--- src/rtl/burst_seq_pkg.sv ---
package burst_seq_pkg;

  // Command from the control decode to the address datapath.
  typedef struct packed {
    logic load;  // capture a new start address
    logic step;  // advance to the next beat
  } seqCmd_t;

endpackage

--- src/rtl/burst_seq_ctrl.sv ---
module burst_seq_ctrl
  import burst_seq_pkg::*;
(
  input  logic    ce1N,
  input  logic    ce2,
  input  logic    ce3N,
  input  logic    procStrobeN,
  input  logic    ctrlStrobeN,
  input  logic    advN,
  output seqCmd_t cmd
);

  logic procSeen;
  logic ctrlSeen;
  logic anyStrobe;
  logic allEn;

  // The processor strobe only counts when ce1N is low.
  // While it counts, the controller strobe is ignored.
  assign procSeen  = !procStrobeN && !ce1N;
  assign ctrlSeen  = !ctrlStrobeN && !procSeen;
  assign anyStrobe = procSeen || ctrlSeen;
  assign allEn     = !ce1N && ce2 && !ce3N;

  always_comb begin
    cmd      = '0;
    cmd.load = anyStrobe && allEn;
    cmd.step = !anyStrobe && !advN;
  end

endmodule

--- src/rtl/burst_seq_dp.sv ---
module burst_seq_dp
  import burst_seq_pkg::*;
#(
  parameter int ADDR_W    = 17,
  parameter int BEAT_BITS = 2
) (
  input  logic                 clk,
  input  logic                 rst,
  input  seqCmd_t              cmd,
  input  logic [ADDR_W-1:0]    addrIn,
  input  logic                 interleave,
  output logic [ADDR_W-1:0]    wordAddr,
  output logic [BEAT_BITS-1:0] beatIdx
);

  localparam int UP_W = ADDR_W - BEAT_BITS;
  localparam logic [BEAT_BITS-1:0] BEAT_LAST = {BEAT_BITS{1'b1}};
  localparam logic [BEAT_BITS-1:0] BEAT_ONE  = BEAT_BITS'(1);

  logic [UP_W-1:0]      upperQ;
  logic [BEAT_BITS-1:0] startQ;
  logic [BEAT_BITS-1:0] beatQ;
  logic [BEAT_BITS-1:0] lowQ;
  logic [BEAT_BITS-1:0] nextBeat;
  logic [BEAT_BITS-1:0] nextLow;

  assign nextBeat = beatQ + BEAT_ONE;
  assign nextLow  = interleave ? (startQ ^ nextBeat) : (startQ + nextBeat);

  always_ff @(posedge clk) begin
    if (rst) begin
      upperQ <= '0;
      startQ <= '0;
      beatQ  <= '0;
      lowQ   <= '0;
    end else if (cmd.load) begin
      upperQ <= addrIn[ADDR_W-1:BEAT_BITS];
      startQ <= addrIn[BEAT_BITS-1:0];
      beatQ  <= '0;
      lowQ   <= addrIn[BEAT_BITS-1:0];
    end else if (cmd.step) begin
      beatQ <= nextBeat;
      lowQ  <= nextLow;
    end
  end

  assign wordAddr = {upperQ, lowQ};
  assign beatIdx  = beatQ;


  load_capture_chk: assert property (@(posedge clk) disable iff (rst)
    cmd.load |=> (wordAddr == $past(addrIn)) && (beatIdx == '0));


  hold_stable_chk: assert property (@(posedge clk) disable iff (rst)
    (!cmd.load && !cmd.step) |=> $stable(wordAddr) && $stable(beatIdx));


  step_count_chk: assert property (@(posedge clk) disable iff (rst)
    cmd.step |=> beatIdx == $past(beatIdx) + BEAT_ONE);


  wrap_start_chk: assert property (@(posedge clk) disable iff (rst)
    (cmd.step && beatQ == BEAT_LAST) |=> lowQ == startQ && beatIdx == '0);


  upper_stable_chk: assert property (@(posedge clk) disable iff (rst)
    !cmd.load |=> $stable(wordAddr[ADDR_W-1:BEAT_BITS]));

endmodule

--- src/rtl/burst_seq_top.sv ---
module burst_seq_top
  import burst_seq_pkg::*;
#(
  parameter int ADDR_W    = 17,
  parameter int BEAT_BITS = 2
) (
  input  logic                 clk,
  input  logic                 rst,
  input  logic [ADDR_W-1:0]    addrIn,
  input  logic                 ce1N,
  input  logic                 ce2,
  input  logic                 ce3N,
  input  logic                 procStrobeN,
  input  logic                 ctrlStrobeN,
  input  logic                 advN,
  input  logic                 interleave,
  output logic [ADDR_W-1:0]    wordAddr,
  output logic [BEAT_BITS-1:0] beatIdx
);

  seqCmd_t cmd;

  burst_seq_ctrl ctrl_i (
    .ce1N        (ce1N),
    .ce2         (ce2),
    .ce3N        (ce3N),
    .procStrobeN (procStrobeN),
    .ctrlStrobeN (ctrlStrobeN),
    .advN        (advN),
    .cmd         (cmd)
  );

  burst_seq_dp #(
    .ADDR_W    (ADDR_W),
    .BEAT_BITS (BEAT_BITS)
  ) dp_i (
    .clk        (clk),
    .rst        (rst),
    .cmd        (cmd),
    .addrIn     (addrIn),
    .interleave (interleave),
    .wordAddr   (wordAddr),
    .beatIdx    (beatIdx)
  );


  reset_zero_chk: assert property (@(posedge clk)
    rst |=> (wordAddr == '0) && (beatIdx == '0));

endmodule

--- config.mk ---
export PLATFORM = sky130hd
export DESIGN_NAME = burst_seq_top
export DESIGN_NICKNAME = d
export VERILOG_FILES = /design/src/rtl/burst_seq_pkg.sv /design/src/rtl/burst_seq_ctrl.sv /design/src/rtl/burst_seq_dp.sv /design/src/rtl/burst_seq_top.sv
export SDC_FILE = /design/constraint.sdc
export NUM_CORES = 1
export LEC_CHECK = 0
export BUFFER_PORTS_ARGS = -buffer_cell sky130_fd_sc_hd__buf_2
export CORE_MARGIN = 1.5
export CORE_UTILIZATION = 35
export CTS_CLUSTER_SIZE = 16
export DETAILED_ROUTE_END_ITERATION = 10
export PLACE_DENSITY = 0.74
export RECOVER_POWER = 25
export SLEW_MARGIN = 5
export SYNTH_ARGS = -nofsm -noshare
export SYNTH_HDL_FRONTEND = slang
export SYNTH_SLANG_ARGS = --single-unit
export TNS_END_PERCENT = 10
--- constraint.sdc ---
create_clock -name clk -period 1.5 [get_ports clk]
set_clock_uncertainty 0.2 [all_clocks]
set_input_delay 0.075 -clock clk [delete_from_list [all_inputs] [get_ports clk]]
set_output_delay 0.075 -clock clk [all_outputs]
set_load 0.01 [all_outputs]
==> metrics.cfg, run 1 <==
[outcome]
status=finished with violations
violations=setup timing

[grt]
antenna_found_initial=0
grt_remaining_overflow=0
grt_pass1_wl_um=4480
grt_usage_pct=18.1
grt_pass1_vias=1036
grt_max_degree=23

[die]
row_count=18
pin_count=45
die_h_um=55.5
initial_core_util_pct=38.0
die_w_um=55.5
core_um2=2540
dieArea_um2=3080

[timing]
max_slew.worst_pin.slew_ps=761
rsz0062_at_grt=yes
fmax_mhz=665
setup_ws_ps=-4.63
setup_viol=1
hold_viol_final=0
holdWs_ps=23.4
slew_headroom_pct=49.3
fin_crit_ps=1500
maxSlewViolCount=0
timing.final.crit_share_pct=100

[power_and_ir_drop]
p_int_uw=779
clkPwrFrac_pct=26.1
power.density_nw_per_um2=747
p_leak_nw=0.574
power_frac_seq_pct=54.8
switching_share_pct=27.3
comb_power_share_pct=19.1
power_mw=1.07
peakVddDrop_uv=811
power.switching_uw=293

[synthesis]
synth_most_common_cell=dfxtp_1
syn_area_um2=966
syn_avg_cell_area_um2=8.70
netlist_instances=111
synth_fp_nets=138
yosysSeqAreaShare_pct=43.5
synthFlopType=dfxtp_1
synth_area_leaders=dfxtp_1 44%, a21oi_1 9.8%, nand3_1 8.8%
synth_cell_type_count=29
ys.warnings.count=0
synth_top_cell_area_share_pct=43.5
yosysTopAreaCell=dfxtp_1
synth_edf_count=0
synth_async_sr_flop_share_pct=0
ys_ff_latch=21
synth_commonest_cells=21 x dfxtp_1, 19 x a21oi_1, 17 x nand3_1

[cells_and_area]
final_nets=200
num_antenna_cells=0
fill_cells=262
drive_gt1_share_pct=32.0
syn2layout_area_growth_pct=48.6
seq_area_um2=424
multi_input_area_um2=500

[detailed_routing]
drt-total-wl_um=2880
first_pass_iters=4
routedWlPerCell_um=14.3
drc=0
drtIter0Drc=14
antenna_left=0
vias_per_cell=5.19
route.vias.total=1048

[clock_network]
numCtsBuffers=3
cts_sinks=21
clk_pin_slew_worst_paths_ps=120
worstSkewPairLatency_ps=310
root_buffer=clkbuf_4
cts-htree-levels=1
cts_tree=yes
cts_setup_buffers=0
cts_buffer_depth=2

[place]
routabilityCongestion=0.790
io_buffers=44
dp_hpwl_um=1790

[worst_setup_path]
regToRegEndpoint=dp_i.lowQ[0]
arrival_ps=1530
crit_fanout=3
crit_start=dp_i.beatIdx[0]
cp_num_cells=4
slowest_delay_ps=380
rrSetupSlack_ps=-5
cp.buffers_inverters=1
worstPathCellList=inv_4 -> ha_4 -> or3b_1 -> a311oi_1
path_delay_family=flip-flops
cp-end-kind=flop
critPathRequiredTime_ps=1520
path_class=reg2reg
slowest_stage=dfxtp_4
setup.worst_path.end=dp_i.lowQ[0]
start_kind=flop
reg2reg_depth=4
r2r_start=dp_i.beatIdx[0]

[min_path]
hp-start=procStrobeN
hold_path.class=in2reg

[run]
drv_cap=0

timing repair:
item,CTS,global route
endpoints found under the hold margin,19,0
hold buffers,18,0
resized for setup,1,4
endpoints found under the setup margin,2,2
pin swaps,0,1
power by group through the flow:
stage                     Combinational [mW]  Sequential (mW)  Clock, mW
final                                  0.205            0.587      0.280
after global routing                   0.224            0.590      0.308
after CTS                              0.200            0.586      0.283
after detailed placement               0.164            0.598          0
after global placement                 0.158            0.597          0
after floorplan                       0.0834            0.607          0
state kept, by name (all words and copies together) (netlist names):
signal	flops
dp_i.lowQ	2
dp_i.beatIdx	2
dp_i.upperQ	15
dp_i.startQ	2
worst reg2reg max path, delay by kind of cell (launching register included):
family | cells | cell delay, ps
and+or+nand+nor | 1 | 350
AOI/OAI and AO/OA | 1 | 220
DFF | 1 | 380
buffers and inverters | 1 | 40
adders and majority gates | 1 | 240
layer usage:
| layer | global-route usage, % | part of all wire [%] | vias to the layer above | wire length [um] |
|---|---|---|---|---|
| met1 | 19.9 | 39 | 483 | 1130 |
| li1 | - | - | 525 | - |
| met5 | 0 | 0 | - | 0 |
| met3 | 4.92 | 3.9 | 10 | 112 |
| met4 | 6.27 | 3.0 | 0 | 87 |
| met2 | 33.0 | 54 | 30 | 1540 |
through the flow:
stage	instances	setup WS [ps]	area [um^2]	util, %	setup TNS, ps
finish	202	-4.63	1440	56.4	-4.63
CTS	202	-6.55	1420	55.9	-6.55
floorplan	111	17.8	970	-	0
detailed placement	180	-17.5	1210	47.7	-17.5
global placement	180	44.9	1210	47.7	0
global route	202	-50.9	1440	56.4	-92.4
final cells by class:
cell class / instances / share of cell area (%)
clock buffer: 3 / 1.57
clock inverter: 1 / 0.349
inverter: 1 / 0.436
multi-input combinational: 79 / 34.9
sequential: 21 / 29.6
tap: 30 / 2.62
timing repair buffer: 67 / 30.6
cells in the final DEF (no fill, tap or decap), types with 2 or more instances in the layout:
cell	n
a21oi_1	19
clkbuf_4	3
dfxtp_1	20
o21ai_2	5
buf_2	35
nand3_1	17
clkbuf_1	9
nand2_1	2
buf_4	4
o21ai_0	11
nor2_1	2
dlygate4sd3_1	18
or3b_1	2
o21ai_1	4
or3_1	2
kinds of logic (layout without fill, tap and decap cells):
family                     after synthesis  count (layout)  synth area share, %
AOI/OAI and AO/OA                       43              43                 25.5
and+or+nand+nor                         33              33                 19.0
DFF                                     21              21                 43.5
buffers and inverters                   11              72                 7.38
xor gates and xnor gates                 2               2                 3.24
adders and majority gates                1               1                 1.30
how the worst min path moves through the flow:
stage / depth (start not counted) / slack [ps] / end
after detailed placement: 3 / 130 / dp_i.upperQ[7]
after CTS: 5 / 20 / dp_i.upperQ[3]
after floorplan: 2 / 20 / dp_i.startQ[0]
after global routing: 5 / 30 / dp_i.upperQ[3]
after global placement: 3 / 130 / dp_i.upperQ[13]
final: 4 / 20 / dp_i.beatIdx[0]
Power figures use the tool's default switching activity.
==> inputs of run 2 (changes only) <==
- SETUP_SLACK_MARGIN: not set -> 0.02
==> run 2 against run 1 <==
The flow now finishes without violations. Sequential power about the same. Final cell count unchanged. Non-clock buffer count unchanged.
==> metrics.cfg, run 2 (synthesis results as in run 1) <==
[timing]
hold_viol_final=0
slew_headroom_pct=49.8
setup_ws_ps=3.69
rsz0062_at_grt=yes
maxSlewViolCount=0
timing.final.crit_share_pct=99.8
holdWs_ps=29.9
max_slew.worst_pin.slew_ps=752
fin_crit_ps=1500
fmax_mhz=668
setup_viol=0

[min_path]
hold_path.class=in2reg

[cells_and_area]
top_register=dp_i.upperQ
largest_reg_flops=15
layout_common_cells=35 x buf_2, 20 x dfxtp_1, 19 x a21oi_1, 18 x dlygate4sd3_1, 17 x nand3_1
final_nets=200
num_antenna_cells=0
syn2layout_area_growth_pct=48.4
drive_gt1_share_pct=32.0
final_core_util_pct=56.3
final_common_cell=buf_2

[worst_setup_path]
slowest_delay_ps=360
critPathRequiredTime_ps=1520
cp.buffers_inverters=1
start_kind=flop
arrival_ps=1510
cp-end-kind=flop
crit_fanout=3
path_class=reg2reg
path_delay_family=flip-flops
worstPathCellList=inv_2 -> ha_4 -> or3b_1 -> a311oi_1
slowest_stage=dfxtp_4

[detailed_routing]
drc=0
antenna_left=0
routedWlPerCell_um=13.8
drtIter0Drc=16
route.vias.total=1048
drt-total-wl_um=2780
vias_per_cell=5.19
first_pass_iters=4

[place]
pre_cts_slack_ps=-17.5
dp_hpwl_um=1790
routabilityCongestion=0.790
io_buffers=44

[outcome]
status=completed

[clock_network]
cts_buffer_depth=2
cts_sinks=21
numCtsBuffers=3
root_buffer=clkbuf_4
clk_pin_slew_worst_paths_ps=120
cts-htree-levels=1
cts_tree=yes
worstSkewPairLatency_ps=300

[power_and_ir_drop]
peakVddDrop_uv=781
power.density_nw_per_um2=741
p_leak_nw=0.573
power_mw=1.06

[die]
row_count=18
die_h_um=55.5
dieArea_um2=3080
die_w_um=55.5
initial_core_util_pct=38.0
pin_count=45
core_um2=2540

[run]
drv_cap=0

[grt]
antenna_found_initial=0
grt_usage_pct=18.3
grt_remaining_overflow=0
grt_pass1_vias=1042
grt_max_degree=23
grt_pass1_wl_um=4530

run 2: routing by layer:
layer	track usage (%)	vias to the layer above	share of wire, %
met5	0	-	0
met4	6.27	0	3.0
met3	4.92	8	2.9
met2	33.7	21	54
met1	19.9	494	40
li1	-	525	-
run 2: final cells by class:
type | count | area (um^2)
Clock inverter | 1 | 5.00
Clock buffer | 3 | 22.5
Timing Repair Buffer | 67 | 439
Inverter | 1 | 3.75
Sequential cell | 21 | 424
Multi-Input combinational cell | 79 | 502
Tap cell | 30 | 37.5
Fill cell | 257 | 1110
run 2: worst reg2reg max path: stages, from the launching register on:
cell      delay [ps]
dfxtp_4          360
inv_2             50
ha_4             240
or3b_1           350
a311oi_1         220
run 2: power breakdown:
| part | total (mW) | switching, mW | internal (mW) |
|---|---|---|---|
| clock | 0.270 | 0.171 | 0.0993 |
| sequential | 0.587 | 0.0108 | 0.576 |
| combinational | 0.205 | 0.0999 | 0.105 |
| total | 1.06 | 0.282 | 0.780 |
run 2: final timing paths:
kind | start | end | slack, ps | depth (start not counted)
max | dp_i.beatIdx[0] | dp_i.lowQ[0] | 4 | 4
min | ce3N | dp_i.upperQ[0] | 30 | 5
max reg2reg | dp_i.beatIdx[0] | dp_i.lowQ[0] | 4 | 4
min reg2reg | dp_i.upperQ[0] | dp_i.upperQ[0] | 270 | 2
run 2: timing repair:
action / in CTS / in global routing
endpoints found under the hold margin: 19 / 0
pin swaps: 2 / 0
gates resized for setup: 2 / 2
hold buffers: 18 / 0
endpoints found under the setup margin: 2 / 2
setup buffers: 0 / 0
run 2: metrics by stage:
step	TNS, ps	instance area (um^2)	instances
6_report	0	1430	202
5_1_grt	-53.2	1430	202
4_1_cts	-6.55	1430	202
3_5_place_dp	-17.5	1210	180
3_3_place_gp	0	1210	180
2_1_floorplan	0	970	111
